`src/rtl/irq_agg_pkg.sv`:
```
package irq_agg_pkg;
  localparam int DW    = 32;
  localparam int AW    = 20;
  localparam int NLINE = 16;
  localparam int NPLAIN = 10;

  // bits of the enable and status registers that accept writes
  localparam logic [31:0] IRQ_WMASK = 32'h000F_EEFF;

  // byte offsets of the plain storage words
  localparam int unsigned PLAIN_OFS [NPLAIN] = '{
    32'h10, 32'h14, 32'h40, 32'h60, 32'h80,
    32'h84, 32'h88, 32'h90, 32'hE0, 32'hE4
  };
  localparam int unsigned ENA_OFS  = 32'hC0;
  localparam int unsigned STAT_OFS = 32'hD0;
endpackage

```
`src/rtl/irq_agg_decode.sv`:
```
module irq_agg_decode
  import irq_agg_pkg::*;
#(
  parameter int AW_P = AW,
  parameter int NP   = NPLAIN
) (
  input  logic [AW_P-1:0] addr,
  output logic [NP-1:0]   hit_plain,
  output logic            hit_ena,
  output logic            hit_stat
);
  for (genvar g = 0; g < NP; g++) begin : g_plain_hit
    assign hit_plain[g] = (addr == AW_P'(PLAIN_OFS[g]));
  end

  assign hit_ena  = (addr == AW_P'(ENA_OFS));
  assign hit_stat = (addr == AW_P'(STAT_OFS));
endmodule

```
`src/rtl/irq_agg_plain.sv`:
```
module irq_agg_plain #(
  parameter int DW_P = 32,
  parameter int NP   = 10
) (
  input  logic                   clk,
  input  logic                   rst_n,
  input  logic [NP-1:0]          wr_en,
  input  logic [DW_P-1:0]        wdata,
  output logic [NP-1:0][DW_P-1:0] word_q
);
  for (genvar g = 0; g < NP; g++) begin : g_word
    logic [DW_P-1:0] word_d;

    always_comb begin
      word_d = word_q[g];
      if (wr_en[g]) word_d = wdata;
    end

    always_ff @(posedge clk or negedge rst_n) begin
      if (!rst_n) word_q[g] <= '0;
      else        word_q[g] <= word_d;
    end
  end
endmodule

```
`src/rtl/irq_agg_tracker.sv`:
```
module irq_agg_tracker #(
  parameter int          DW_P  = 32,
  parameter int          NL    = 16,
  parameter logic [31:0] WMASK = 32'h000F_EEFF
) (
  input  logic            clk,
  input  logic            rst_n,
  input  logic [NL-1:0]   irq_in,
  input  logic            ena_we,
  input  logic            stat_we,
  input  logic [DW_P-1:0] wdata,
  output logic [DW_P-1:0] ena_q,
  output logic [DW_P-1:0] stat_q,
  output logic [NL-1:0]   lvl_q,
  output logic [NL-1:0]   inq_q,
  output logic            up_q
);
  localparam logic [DW_P-1:0] KEEP = DW_P'(WMASK);

  logic [NL-1:0]   chg, fwd, win_oh;
  logic            win_lvl;
  logic [NL-1:0]   lvl_d;
  logic [DW_P-1:0] ena_d, stat_d;
  logic            up_d;

  assign chg = irq_in ^ inq_q;
  assign fwd = chg & ena_q[NL-1:0];

  // lowest-numbered forwarded line wins
  always_comb begin
    win_oh  = '0;
    win_lvl = 1'b0;
    for (int i = NL - 1; i >= 0; i--) begin
      if (fwd[i]) begin
        win_oh  = '0;
        win_oh[i] = 1'b1;
        win_lvl = irq_in[i];
      end
    end
  end

  always_comb begin
    lvl_d = (lvl_q & ~chg) | (irq_in & chg);
    if (ena_we) lvl_d = lvl_d ^ stat_q[NL-1:0];

    ena_d = ena_q;
    if (ena_we) ena_d = wdata & KEEP;

    stat_d = stat_q;
    up_d   = up_q;
    if (|fwd) begin
      stat_d = DW_P'(win_oh);
      up_d   = win_lvl;
    end else if (stat_we) begin
      stat_d = wdata & KEEP;
    end
  end

  always_ff @(posedge clk or negedge rst_n) begin
    if (!rst_n) begin
      inq_q  <= '0;
      lvl_q  <= '0;
      ena_q  <= '0;
      stat_q <= '0;
      up_q   <= 1'b0;
    end else begin
      inq_q  <= irq_in;
      lvl_q  <= lvl_d;
      ena_q  <= ena_d;
      stat_q <= stat_d;
      up_q   <= up_d;
    end
  end
endmodule

```
`src/rtl/irq_agg_regs.sv`:
```
module irq_agg_regs
  import irq_agg_pkg::*;
#(
  parameter int DW_P = DW,
  parameter int AW_P = AW,
  parameter int NL   = NLINE
) (
  input  logic            clk,
  input  logic            rst_n,
  input  logic            bus_en,
  input  logic            bus_we,
  input  logic [AW_P-1:0] bus_addr,
  input  logic [DW_P-1:0] bus_wdata,
  output logic [DW_P-1:0] bus_rdata,
  input  logic [NL-1:0]   irq_in,
  output logic            irq_up,
  output logic [NL-1:0]   line_lvl
);
  localparam int NP = NPLAIN;

  logic [NP-1:0]           hit_plain;
  logic                    hit_ena, hit_stat;
  logic                    wr_go, rd_go;
  logic [NP-1:0][DW_P-1:0] plain_q;
  logic [DW_P-1:0]         ena_q, stat_q;
  logic [NL-1:0]           inq_q;

  assign wr_go = bus_en & bus_we;
  assign rd_go = bus_en & ~bus_we;

  irq_agg_decode #(.AW_P(AW_P), .NP(NP)) u_dec (
    .addr      (bus_addr),
    .hit_plain (hit_plain),
    .hit_ena   (hit_ena),
    .hit_stat  (hit_stat)
  );

  irq_agg_plain #(.DW_P(DW_P), .NP(NP)) u_plain (
    .clk    (clk),
    .rst_n  (rst_n),
    .wr_en  (hit_plain & {NP{wr_go}}),
    .wdata  (bus_wdata),
    .word_q (plain_q)
  );

  irq_agg_tracker #(.DW_P(DW_P), .NL(NL), .WMASK(IRQ_WMASK)) u_trk (
    .clk     (clk),
    .rst_n   (rst_n),
    .irq_in  (irq_in),
    .ena_we  (wr_go & hit_ena),
    .stat_we (wr_go & hit_stat),
    .wdata   (bus_wdata),
    .ena_q   (ena_q),
    .stat_q  (stat_q),
    .lvl_q   (line_lvl),
    .inq_q   (inq_q),
    .up_q    (irq_up)
  );

  always_comb begin
    bus_rdata = '0;
    if (rd_go) begin
      for (int i = 0; i < NP; i++) begin
        if (hit_plain[i]) bus_rdata = plain_q[i];
      end
      if (hit_ena)  bus_rdata = ena_q;
      if (hit_stat) bus_rdata = stat_q;
    end
  end
endmodule

```
`config.mk`:
```
export PLATFORM = sky130hd
export DESIGN_NAME = irq_agg_regs
export DESIGN_NICKNAME = d
export VERILOG_FILES = /design/src/rtl/irq_agg_pkg.sv /design/src/rtl/irq_agg_decode.sv /design/src/rtl/irq_agg_plain.sv /design/src/rtl/irq_agg_tracker.sv /design/src/rtl/irq_agg_regs.sv
export SDC_FILE = /design/constraint.sdc
export NUM_CORES = 1
export LEC_CHECK = 0
export BUFFER_PORTS_ARGS = -buffer_cell sky130_fd_sc_hd__buf_4
export CAP_MARGIN = 20
export CORE_MARGIN = 3
export CORE_UTILIZATION = 55
export DETAILED_ROUTE_END_ITERATION = 10
export PLACE_DENSITY_LB_ADDON = 0.15
export SKIP_CTS_REPAIR_TIMING = 1
export SLEW_MARGIN = 5
export SYNTH_ARGS = -nofsm -noshare
export SYNTH_HDL_FRONTEND = slang
export SYNTH_SLANG_ARGS = --single-unit
```
`constraint.sdc`:
```
create_clock -name clk -period 2.55 [get_ports clk]
set_input_delay 0.3825 -clock clk [delete_from_list [all_inputs] [get_ports clk]]
set_output_delay 0.3825 -clock clk [all_outputs]
set_load 0.03 [all_outputs]
```
==> results.md <==
* Status: complete, but fails checks
* Failing checks: negative setup slack
* Design Area, Final at approximately 0.023 mm²
* Combinational power share at roughly 6.2%
* Leakage at roughly 0.011 µW
* Vias per inst at about 6.3
* Synth area leaders: dfrtp_1 54%, mux2_2 20%, a22oi_1 2.3%
* H-tree Lvls at 2
* Worst-path cell chain: buf_6 -> or4_4 -> nor4_4 -> buf_4 -> and2_4 -> buf_12 -> a221oi_2 -> and4_1 -> a211oi_4 -> buf_6
* Most Frequent Cell on Critical Path: buf_6
* Filler cells at approximately 2100
* Die Ht at 187.0 µm
* RSZ-0062 raised after global routing: true
* Clock transition at the registers of the reported paths at approximately 0.060 ns
* Routed wire per std cell at 24.50 µm
* Critical path capture point type: output port
* Final setup fails at 32
* Crit Path Max Fanout at 5
* Starting density of the core at 56.51%
* CTS tree: done
* GRT met2 Usage at about half
* Power Internal at about 10000 µW
* Cell Area, Synth at 0.01802 mm²
* Gr ovfl total at 0
* Yosys warnings at 0
* CP max-delay cell: or4_4
* Worst Path Required at about 2.2 ns
* Max Buffers Root-to-Sink at 3
* Number of synthesized flops with an enable pin at 0
* Max Slew Vio Count at 0
* Worst-margin pin slew at about 0.57 ns
* Fmax at 0.3451 GHz
* DR iter-0 viols at ~1000
* Layout cells sized above 1 at 47.58%
* Boundary pin count at about 120
* Placed cell area at 0.02122 mm²
* ANT cells at 0
* Clock sink count at just under 400
* ANT nets after route at 0
* Worst reg2reg setup slack at 0.22 ns
* Detailed Place HPWL at about 34000 µm
* Port Buffers at 120
* Flop pwr share at 48.5%
* Max Clock Skew at about 0.0085 ns
* Critical path data arrival time at 2.52 ns
* Mean Syn Cell Area at 12.53 µm²
* Yosys reg bits at ~400
* Sw frac at approximately 23%
* Min Clock Period, post-route at just under 3 ns
* Clock power share at between 40% and 50%
* Hold WC Path Type: input port to register
* Post-layout net count at around 1800
* Setup TNS Final at -9.264 ns
* Fraction of registers with async set/reset at 100.0%
* Clk Latency, worst-skew pair at between 0.5 and 0.6 ns
* GRT busiest layer: met2
* DR vias at ~13000
* Root Buffer: clkbuf_16
* First-pass GRT wire length at around 80000 µm
* Gpl congestion at between 0.8 and 0.9
* Yosys top cell area share at a little over half
* Grt met3 use at ~4.2%
* GRT met1 Usage at between 30% and 40%
* Final wirelength at ~53000 µm
* Pin count of the biggest net entering global routing at 76
* Max-Cap Viols at 0
* Crit path kind: input port to output port
* Critical Path Source Type: input port
* Die Area at about 0.035 mm²
* Relative slew slack at about three fifths
* Netlist cell types at 65
* Initial antenna violation count at 1
* P_sw at 2964 µW
* Core ar. at ~0.032 mm²
* Primary FF master, synth: dfrtp_1
* Post-synthesis sequential area ratio at between 50% and 60%
* Final worst slack at -0.3480 ns
* Share of the clock period used by the worst path at 113.6%
* Area grow syn2layout at 29.61%
* Post-Place Worst Slack at -0.5928 ns
* Top delay family on crit path: simple AND/OR/NAND/NOR gates
* Die Wd at 187.0 µm
* Rows at 65
* Leading area contributor after synthesis: dfrtp_1
* Slowest stage delay, CP at 0.57 ns
* Buffers and inverters on the worst path at 4
* Post-Synthesis Cells at roughly 1400
* Pwr/cell area at approximately 550 mW/mm²
* Peak supply drop at roughly 0.46 mV
* Vias in the first global route at between 10000 and 15000
* CTS buffer count at 42
* 1st-pass router iterations at 6
* Fin util at approximately 73%
* Fin. Hold Viols at 0
* Gr usage total at between 20% and 30%
* Syn_nets at between 1500 and 2000
* DRC viols at 0
==> cell usage after synthesis, drive strengths merged (8+ instances only) <==
library cell	n
clkbuf	39
xnor2	14
a22oi	54
o22ai	8
dfrtp	389
a221oi	23
mux2	334
o21ai	66
nand2	80
a222oi	25
xor2	14
a21oi	40
o211ai	8
a221o	16
nor2	40
nand3	21
and3	20
nand4	10
nand2b	15
buf	77
inv	14
a31o	16
==> per-layer routing <==
layer	share of wire, %	wire length, µm
met3	6.1	3225
met1	41	21590
met2	49	25900
met4	3.6	1912
met5	0.025	13
==> cells by family after synthesis <==
logic type / share of synthesized area [%]
buf+inv: 3.514
mux: 21.27
fa+ha+maj: 0.1667
xor+xnor: 1.361
compound gates: 12.92
flops: 54.03
simple gates: 6.743
==> cell usage in the layout (no fill, tap or decap), types with 12 or more instances in the layout <==
master / n
a21oi_4: 17
xnor2_1: 14
nand3_1: 17
xor2_1: 14
o21ai_0: 39
a31o_2: 16
buf_6: 39
buf_4: 221
inv_1: 14
a222oi_1: 25
and3_1: 12
nor2_1: 27
a22oi_1: 54
nand2b_1: 15
nand2_1: 78
mux2_2: 325
a21oi_1: 23
o21ai_1: 18
buf_12: 44
clkbuf_16: 48
a221oi_2: 15
dlygate4sd3_1: 15
a221o_1: 16
dfrtp_1: 389
==> final timing paths <==
| check | from | to | depth (start not counted) |
|---|---|---|---|
| setup / recovery | bus_addr[13] | bus_rdata[19] | 10 |
| hold / removal | irq_in[5] | u_trk.inq_q[5] | 2 |
| setup reg to reg | u_trk.inq_q[5] | u_trk.stat_q[6] | 7 |
| hold reg to reg | u_trk.inq_q[12] | register | 1 |
| max in group asynchronous | rst_n | u_trk.lvl_q[2] | 3 |
| min in group asynchronous | rst_n | u_plain.word_q[285] | 2 |
==> power by group through the flow <==
stage	clock network, µW	logic [µW]	registers (µW)
2_1_floorplan	0	234	6430
3_3_place_gp	0	752	6380
3_5_place_dp	0	766	6380
4_1_cts	5940	769	6270
5_1_grt	6210	866	6280
6_report	5870	798	6270
==> worst register-to-register path, delay by kind of cell, from the launching register on <==
family | cells | cell delay, ns
flops | 1 | 0.40
buf+inv | 1 | 0.23
simple gates | 2 | 0.68
xor+xnor | 1 | 0.19
compound gates | 3 | 0.77
==> cell type report <==
cell class | count | area [µm²] | area share (%)
sequential | 389 | 9734 | 41.69
multi-input combinational | 919 | 8439 | 36.14
timing repair buffer | 326 | 3284 | 14.07
clock buffer | 59 | 1196 | 5.123
tap | 435 | 544.3 | 2.331
clock inverter | 6 | 98.84 | 0.4233
inverter | 14 | 52.55 | 0.2251
==> stage by stage <==
stage / power (µW) / hold slack (ns) / cells
final: 12940 / 0.07126 / 2148
after detailed placement: 7147 / 0.3862 / 2055
after global routing: 13350 / 0.06587 / 2148
after floorplan: 6668 / 0.08691 / 1438
after global placement: 7132 / 0.3857 / 2055
after CTS: 12980 / -0.1720 / 2120
==> state kept, by name (all words and copies together) (netlist names), named ones only <==
register,count
u_plain.word_q,320
u_trk.ena_q,18
u_trk.stat_q,18
u_trk.inq_q,16
u_trk.lvl_q,14
u_trk.up_q,1
Note: power is estimated with default switching activity, not from simulation.
